File: config.mk
export PLATFORM = sky130hd
export DESIGN_NAME = elem_issue_seq
export DESIGN_NICKNAME = d
export VERILOG_FILES = /design/src/rtl/elemseq_pkg.sv /design/src/rtl/elemseq_pred.sv /design/src/rtl/elemseq_track.sv /design/src/rtl/elem_issue_seq.sv
export SDC_FILE = /design/constraint.sdc
export NUM_CORES = 1
export LEC_CHECK = 0
export ABC_AREA = 1
export BUFFER_PORTS_ARGS = -buffer_cell sky130_fd_sc_hd__buf_2
export CORE_MARGIN = 2
export CORE_UTILIZATION = 50
export DETAILED_ROUTE_END_ITERATION = 10
export GPL_TIMING_DRIVEN = 0
export PLACE_DENSITY = 0.75
export SLEW_MARGIN = 40
export SYNTH_ARGS = -nofsm -noshare
export SYNTH_HDL_FRONTEND = slang
export SYNTH_HIERARCHICAL = 1
export SYNTH_SLANG_ARGS = --single-unit
File: constraint.sdc
create_clock -name clk -period 4.71 [get_ports clk]
set_clock_uncertainty 0.1 [all_clocks]
set_input_delay 1.1775 -clock clk [delete_from_list [all_inputs] [get_ports clk]]
set_output_delay 1.1775 -clock clk [all_outputs]
set_load 0.005 [all_outputs]
File: src/rtl/elemseq_pkg.sv
package elemseq_pkg;

  typedef enum logic {
    SEQ_IDLE = 1'b0,
    SEQ_RUN  = 1'b1
  } seq_state_e;

  localparam int NUM_TRACKS = 2;   // index 0 = source, 1 = destination
  localparam int TRK_SRC = 0;
  localparam int TRK_DST = 1;

endpackage

File: src/rtl/elemseq_pred.sv
module elemseq_pred #(
  parameter int MAXVL = 8,
  localparam int OW = (MAXVL > 1) ? $clog2(MAXVL) : 1
) (
  input  logic             clk,
  input  logic             rst,
  input  logic             load_i,
  input  logic [MAXVL-1:0] mask_i,
  input  logic             from_x0_i,
  input  logic             inv_i,
  input  logic             zero_i,
  input  logic [OW-1:0]    idx_i,
  output logic             bit_o,
  output logic             zero_mode_o,
  output logic             reserved_o
);

  logic [MAXVL-1:0] eff_q;
  logic             zmode_q;

  always_ff @(posedge clk) begin
    if (rst) begin
      eff_q   <= '0;
      zmode_q <= 1'b0;
    end else if (load_i) begin
      eff_q   <= (from_x0_i ? '0 : mask_i) ^ {MAXVL{inv_i}};
      zmode_q <= zero_i;
    end
  end

  assign bit_o       = eff_q[idx_i];
  assign zero_mode_o = zmode_q;
  assign reserved_o  = from_x0_i & inv_i & zero_i;

endmodule

File: src/rtl/elemseq_track.sv
module elemseq_track #(
  parameter int MAXVL  = 8,
  parameter int REG_W  = 7,
  parameter int STEP_W = 3,
  localparam int OW = (MAXVL > 1) ? $clog2(MAXVL) : 1
) (
  input  logic              clk,
  input  logic              rst,
  input  logic              load_i,
  input  logic [OW-1:0]     ld_offs_i,
  input  logic [REG_W-1:0]  ld_reg_i,
  input  logic              step_i,
  input  logic              elem_inc_i,
  input  logic [STEP_W-1:0] reg_inc_i,
  input  logic              clear_i,
  output logic [OW-1:0]     offs_o,
  output logic [REG_W-1:0]  reg_o
);

  logic [OW-1:0]    offs_q;
  logic [REG_W-1:0] reg_q;

  always_ff @(posedge clk) begin
    if (rst) begin
      offs_q <= '0;
      reg_q  <= '0;
    end else if (load_i) begin
      offs_q <= ld_offs_i;
      reg_q  <= ld_reg_i;
    end else if (clear_i) begin
      offs_q <= '0;
    end else if (step_i) begin
      if (elem_inc_i) offs_q <= offs_q + OW'(1);
      reg_q <= reg_q + REG_W'(reg_inc_i);
    end
  end

  assign offs_o = offs_q;
  assign reg_o  = reg_q;

endmodule

File: src/rtl/elem_issue_seq.sv
module elem_issue_seq
  import elemseq_pkg::*;
#(
  parameter int MAXVL   = 8,
  parameter int REG_W   = 7,
  parameter int SUB_MAX = 4,
  localparam int OW  = (MAXVL > 1) ? $clog2(MAXVL) : 1,
  localparam int LW  = $clog2(MAXVL + 1),
  localparam int SW  = (SUB_MAX > 1) ? $clog2(SUB_MAX) : 1,
  localparam int SLW = $clog2(SUB_MAX + 1)
) (
  input  logic             clk,
  input  logic             rst,
  input  logic             start_i,
  input  logic [LW-1:0]    vl_i,
  input  logic [SLW-1:0]   subvl_i,
  input  logic [OW-1:0]    src_offs_i,
  input  logic [OW-1:0]    dst_offs_i,
  input  logic [SW-1:0]    sub_offs_i,
  input  logic [REG_W-1:0] src_base_i,
  input  logic [REG_W-1:0] dst_base_i,
  input  logic [MAXVL-1:0] mask_i,
  input  logic             mask_x0_i,
  input  logic             mask_inv_i,
  input  logic             zero_mode_i,
  input  logic             ffirst_i,
  input  logic             stall_i,
  input  logic             exc_i,
  input  logic             res_zero_i,
  output logic             pc_hold_o,
  output logic             issue_valid_o,
  output logic             issue_zero_o,
  output logic [REG_W-1:0] issue_src_o,
  output logic [REG_W-1:0] issue_dst_o,
  output logic [OW-1:0]    issue_elem_o,
  output logic [SW-1:0]    issue_sub_o,
  output logic [OW-1:0]    src_offs_o,
  output logic [OW-1:0]    dst_offs_o,
  output logic [SW-1:0]    sub_offs_o,
  output logic             done_o,
  output logic             trap_o,
  output logic             illegal_o,
  output logic             ff_stop_o,
  output logic [OW-1:0]    ff_len_o
);

  localparam int PW = OW + SLW;

  seq_state_e     state_q;
  logic [LW-1:0]  vl_q;
  logic [SLW-1:0] subvl_q;
  logic [SW-1:0]  sub_q;
  logic           ff_q;
  logic           done_q, trap_q, ill_q, ffs_q;
  logic [OW-1:0]  fflen_q;

  logic [OW-1:0]    offs   [NUM_TRACKS];
  logic [REG_W-1:0] regn   [NUM_TRACKS];
  logic [OW-1:0]    ld_offs[NUM_TRACKS];
  logic [REG_W-1:0] ld_reg [NUM_TRACKS];
  logic [REG_W-1:0] base   [NUM_TRACKS];

  logic run, idle, act, accept, reserved, pbit, zmode;
  logic do_issue, do_skip, fault, ff_hit, trap_hit, advance;
  logic last_sub, last_elem, elem_inc, finish, step, clear;
  logic [SLW-1:0] reg_step;

  elemseq_pred #(.MAXVL(MAXVL)) u_pred (
    .clk         (clk),
    .rst         (rst),
    .load_i      (accept),
    .mask_i      (mask_i),
    .from_x0_i   (mask_x0_i),
    .inv_i       (mask_inv_i),
    .zero_i      (zero_mode_i),
    .idx_i       (offs[TRK_DST]),
    .bit_o       (pbit),
    .zero_mode_o (zmode),
    .reserved_o  (reserved)
  );

  // Start values: base + offset*SUBVL + sub offset
  always_comb begin
    ld_offs[TRK_SRC] = src_offs_i;
    ld_offs[TRK_DST] = dst_offs_i;
    base[TRK_SRC]    = src_base_i;
    base[TRK_DST]    = dst_base_i;
    for (int g = 0; g < NUM_TRACKS; g++) begin
      ld_reg[g] = base[g] + REG_W'(PW'(ld_offs[g]) * PW'(subvl_i)) + REG_W'(sub_offs_i);
    end
  end

  for (genvar g = 0; g < NUM_TRACKS; g++) begin : g_track
    elemseq_track #(.MAXVL(MAXVL), .REG_W(REG_W), .STEP_W(SLW)) u_trk (
      .clk        (clk),
      .rst        (rst),
      .load_i     (accept),
      .ld_offs_i  (ld_offs[g]),
      .ld_reg_i   (ld_reg[g]),
      .step_i     (step),
      .elem_inc_i (elem_inc),
      .reg_inc_i  (reg_step),
      .clear_i    (clear),
      .offs_o     (offs[g]),
      .reg_o      (regn[g])
    );
  end

  always_comb begin
    run       = (state_q == SEQ_RUN);
    idle      = (state_q == SEQ_IDLE);
    accept    = idle & start_i & ~reserved;
    act       = run & ~stall_i;
    do_issue  = act & (pbit | zmode);
    do_skip   = act & ~pbit & ~zmode;
    fault     = do_issue & exc_i;
    ff_hit    = do_issue & ff_q & (exc_i | (pbit & res_zero_i));
    trap_hit  = fault & ~ff_q;
    advance   = (do_issue & ~trap_hit & ~ff_hit) | do_skip;
    last_sub  = (SLW'(sub_q) + SLW'(1)) == subvl_q;
    last_elem = (LW'(offs[TRK_DST]) + LW'(1)) == vl_q;
    elem_inc  = do_skip | last_sub;
    reg_step  = do_skip ? (subvl_q - SLW'(sub_q)) : SLW'(1);
    finish    = advance & elem_inc & last_elem;
    clear     = finish | ff_hit;
    step      = advance & ~finish;
  end

  always_ff @(posedge clk) begin
    if (rst) begin
      state_q <= SEQ_IDLE;
      vl_q    <= LW'(1);
      subvl_q <= SLW'(1);
      ff_q    <= 1'b0;
      sub_q   <= '0;
      done_q  <= 1'b0;
      trap_q  <= 1'b0;
      ill_q   <= 1'b0;
      ffs_q   <= 1'b0;
      fflen_q <= '0;
    end else begin
      done_q <= clear;
      trap_q <= trap_hit;
      ill_q  <= idle & start_i & reserved;
      ffs_q  <= ff_hit;
      if (ff_hit) fflen_q <= offs[TRK_DST];

      if (accept) begin
        state_q <= SEQ_RUN;
        vl_q    <= vl_i;
        subvl_q <= subvl_i;
        ff_q    <= ffirst_i;
      end else if (clear | trap_hit) begin
        state_q <= SEQ_IDLE;
      end

      if (accept)       sub_q <= sub_offs_i;
      else if (clear)   sub_q <= '0;
      else if (advance) sub_q <= elem_inc ? '0 : sub_q + SW'(1);
    end
  end

  assign pc_hold_o     = run;
  assign issue_valid_o = do_issue;
  assign issue_zero_o  = ~pbit;
  assign issue_src_o   = regn[TRK_SRC];
  assign issue_dst_o   = regn[TRK_DST];
  assign issue_elem_o  = offs[TRK_DST];
  assign issue_sub_o   = sub_q;
  assign src_offs_o    = offs[TRK_SRC];
  assign dst_offs_o    = offs[TRK_DST];
  assign sub_offs_o    = sub_q;
  assign done_o        = done_q;
  assign trap_o        = trap_q;
  assign illegal_o     = ill_q;
  assign ff_stop_o     = ffs_q;
  assign ff_len_o      = fflen_q;


  done_release_chk: assert property (@(posedge clk) disable iff (rst)
    done_o |-> (!pc_hold_o && $past(pc_hold_o)));


  end_zero_chk: assert property (@(posedge clk) disable iff (rst)
    (done_o && !ff_stop_o) |-> (src_offs_o == '0 && dst_offs_o == '0 && sub_offs_o == '0));


  trap_freeze_chk: assert property (@(posedge clk) disable iff (rst)
    trap_o |-> (dst_offs_o == $past(dst_offs_o) && sub_offs_o == $past(sub_offs_o)));


  stall_hold_chk: assert property (@(posedge clk) disable iff (rst)
    (pc_hold_o && stall_i) |=> ($stable(dst_offs_o) && $stable(sub_offs_o)));


  illegal_idle_chk: assert property (@(posedge clk) disable iff (rst)
    illegal_o |-> (!pc_hold_o && !done_o));


  sub_range_chk: assert property (@(posedge clk) disable iff (rst)
    pc_hold_o |-> (SLW'(sub_q) < subvl_q));

endmodule

==> impl_metrics.env <==
export IMPL_dp_cells=736
export IMPL_maxCapViolations=0
export IMPL_antenna_cells=0
export IMPL_fin_crit_sh_pct=85.72
export IMPL_synth_edf_count=0
export IMPL_synth_cell_types=38
export IMPL_multi_input_comb_area_sq_um=2530
export IMPL_cts_sinks=47
export IMPL_syn_area_per_cell_sq_um=7.285
export IMPL_hold_class="reg -> reg"
export IMPL_design_area_sq_um=4658
export IMPL_drcViolationCount=0
export IMPL_die_h_um=93.68
export IMPL_grt_overflow=0
export IMPL_firstDrtPassIters=5
export IMPL_fin_nets=732
export IMPL_core_sq_um=7767
export IMPL_cts_tree="built"
export IMPL_cp_required_ps=4850
export IMPL_leakagePower_nw=2.399
export IMPL_tightestPinTransition_ps=822.7
export IMPL_via_count=3724
export IMPL_max_slew_margin_pct=44.97
export IMPL_io_pin_count=84
export IMPL_cts_buffer_depth=2
export IMPL_gp_congestion=0.8833
export IMPL_cts_resized_gates=0
export IMPL_finalHoldViolCount=0
export IMPL_worst_path_dominant_cell_family="adder cells"
export IMPL_drive_gt1_share_pct=27.26
export IMPL_viasPerCell=5.005
export IMPL_grt_max_degree=19
export IMPL_dieWidth_um=93.68
export IMPL_worst_setup_path_type="in -> reg"
export IMPL_num_fill_cells=732
export IMPL_rows=32
export IMPL_critPathArrivalTime_ps=4180
export IMPL_htreeDepth=2
export IMPL_grt_pass1_vias=3658
export IMPL_drt_iter0_markers=186
export IMPL_post_cts_buffers=0
export IMPL_cpMostUsedCell="nor2_1"
export IMPL_wl_per_cell_um=12.81
export IMPL_clk_pin_slew_ps=100
export IMPL_grt_pass1_wl_um=16120
export IMPL_rrSetupSlack_ps=1560
export IMPL_initial_core_util_pct=51.77
export IMPL_period_minus_slack_ps=4037
export IMPL_max_stage_delay_ps=560
export IMPL_die_area_sq_um=8776
export IMPL_worstPathMaxFanout=7
export IMPL_port_buffers=82
export IMPL_ys_warn_count=6
export IMPL_end_kind="register"
export IMPL_ant_nets=0
export IMPL_placed_area_sq_um=4559
export IMPL_clk_latency_ps=310
export IMPL_seq_area_sq_um=940.9
export IMPL_crit_slowest_cell="fa_1"
export IMPL_area_delta_synth_final_pct=15.84
export IMPL_synth_seq_cells=47
export IMPL_ys_flop_type="dfxtp_1"
export IMPL_run_status="complete, no violations"
export IMPL_rsz0062_at_grt="false"
export IMPL_critical_path_buf_inv_count=2
export IMPL_finalSetupViolCount=0
export IMPL_holdBufCountCts=0
export IMPL_numCtsBuffers=5
export IMPL_synth_seq_area_share_pct=23.40
export IMPL_ir_drop_uv=136.0
export IMPL_layout_cells_non_filler=744
export IMPL_slew_violations=0
export IMPL_syn_inst=552
export IMPL_hpwlAfterDp_um=7699
export IMPL_syn_nets=643
export IMPL_grt_use_total_pct=22.76
export IMPL_wirelength_um=9528
export IMPL_crit_chain="buf_2 -> nand2_1 -> fa_1 -> inv_1 -> fa_1 -> ha_1 -> a21oi_1 -> o21ai_0 -> a21oi_1 -> nor2_1 -> nor2_1 -> xor2_1 -> nor2_1 -> nor2_1 -> nand2_1 -> a21oi_2"
export IMPL_antenna_found_initial=0
export IMPL_fmax_ghz=0.2477
export IMPL_powerDensity_nw_per_um2=284.0
export IMPL_crit_path_start_kind="input pin"
export IMPL_synth_area_sq_um=4021
export IMPL_async_flop_share_pct=0
export IMPL_finalSetupTns_ps=0
export IMPL_root_buffer="clkbuf_8"
-- final timing paths --
check	from	to	cells past startpoint
max	subvl_i[2]	g_track[1].u_trk/reg_o[5]	16
min reg2reg	vl_q[1]	vl_q[1]	2
max reg2reg	g_track[1].u_trk/offs_o[0]	g_track[0].u_trk/reg_o[4]	16
min	vl_q[1]	vl_q[1]	2
-- registers in the layout, summed over array words and instances, names as in the netlist --
| register | flops |
|---|---|
| u_pred/eff_q | 8 |
| g_track.u_trk/offs_o | 6 |
| u_pred/zero_mode_o | 1 |
| subvl_q | 3 |
| vl_q | 4 |
| ff_q | 1 |
| done_o | 1 |
| issue_sub_o | 2 |
| ff_stop_o | 1 |
| ff_len_o | 3 |
| g_track.u_trk/reg_o | 14 |
| pc_hold_o | 1 |
| illegal_o | 1 |
| trap_o | 1 |
-- per-layer routing --
metal / routed length, um / vias to the layer above / global-route usage, %
met3: 392 / 9 / 2.889
met5: 0 / - / 0
met4: 89 / 0 / 5.918
met1: 4344 / 1719 / 29.65
li1: - / 1916 / -
met2: 4702 / 80 / 39.76
-- cells in the mapped netlist, types with 3 or more instances --
| library cell | instances | area [sq um] |
|---|---|---|
| a31oi_2 | 8 | 100.1 |
| inv_1 | 93 | 349.1 |
| ha_1 | 27 | 337.8 |
| a31oi_1 | 7 | 43.79 |
| xnor2_1 | 7 | 61.31 |
| dfxtp_1 | 47 | 940.9 |
| nor2_2 | 7 | 43.79 |
| o21ai_0 | 38 | 190.2 |
| fa_1 | 17 | 340.3 |
| nand2_2 | 5 | 31.28 |
| buf_4 | 8 | 60.06 |
| nor2_1 | 37 | 138.9 |
| inv_2 | 14 | 52.55 |
| a21oi_1 | 32 | 160.2 |
| buf_6 | 3 | 33.78 |
| nand2_4 | 6 | 67.56 |
| nand2_1 | 116 | 435.4 |
| nand3_1 | 24 | 120.1 |
| xor2_1 | 10 | 87.58 |
| nand3_2 | 10 | 100.1 |
| nor2_4 | 4 | 45.04 |
| a21oi_2 | 6 | 52.55 |
| nand4_1 | 4 | 25.02 |
-- power by group --
| group | total, mW | internal (mW) | leakage [nW] | switching [mW] |
|---|---|---|---|---|
| Clock | 0.268 | 0.120 | 0.0474 | 0.148 |
| Sequential | 0.491 | 0.442 | 0.387 | 0.0497 |
| Combinational | 0.563 | 0.233 | 1.96 | 0.331 |
| Total | 1.32 | 0.795 | 2.40 | 0.528 |
-- cell families after synthesis --
logic type | count (synthesis) | synth area share, %
compound gates | 102 | 16.24
simple gates | 218 | 26.10
flops | 47 | 23.40
xor+xnor | 17 | 3.702
buf+inv | 124 | 13.69
fa+ha+maj | 44 | 16.86
-- tightest hold or removal path: stages (launching register included) --
cell,delay (ps)
dfxtp_1,310
inv_1,70
a21oi_1,60
-- per-stage QoR --
step                      power, mW  setup slack, ps  util [%]  hold WS (ps)
after CTS                     1.328            680.9     59.97         378.0
after global placement        1.040            506.6     58.70         356.3
final                         1.323            672.5     59.97         377.4
after global routing          1.429            428.2     59.97         399.5
after floorplan              0.8898            968.7         -         338.9
after detailed placement      1.061            360.7     58.70         363.9
-- cells in the final DEF (no fill, tap or decap), drive strengths merged --
cell | netlist | layout
a21oi | 39 | 39
a31oi | 15 | 15
clkinvlp | 0 | 1
a21o | 2 | 2
nand3 | 34 | 34
buf | 13 | 95
inv | 110 | 110
dfxtp | 47 | 47
ha | 27 | 27
nand4 | 4 | 4
nor2 | 48 | 48
fa | 17 | 17
clkbuf | 0 | 6
xor2 | 10 | 10
xnor2 | 7 | 7
a22oi | 2 | 2
nand2 | 127 | 127
nor3 | 4 | 4
clkinv | 1 | 2
o21ai | 44 | 44
or2 | 1 | 1
-- area by class of cell --
cell class | count | share of cell area [%]
plain buffers | 13 | 2.552
clock buffers | 6 | 1.773
clock inverters | 2 | 0.3492
inverters | 111 | 9.267
multi-input cells | 381 | 54.31
flip-flops and latches | 47 | 20.20
well taps | 102 | 2.740
repair buffers | 82 | 8.810
No activity file was read; power rests on OpenSTA's default activity.
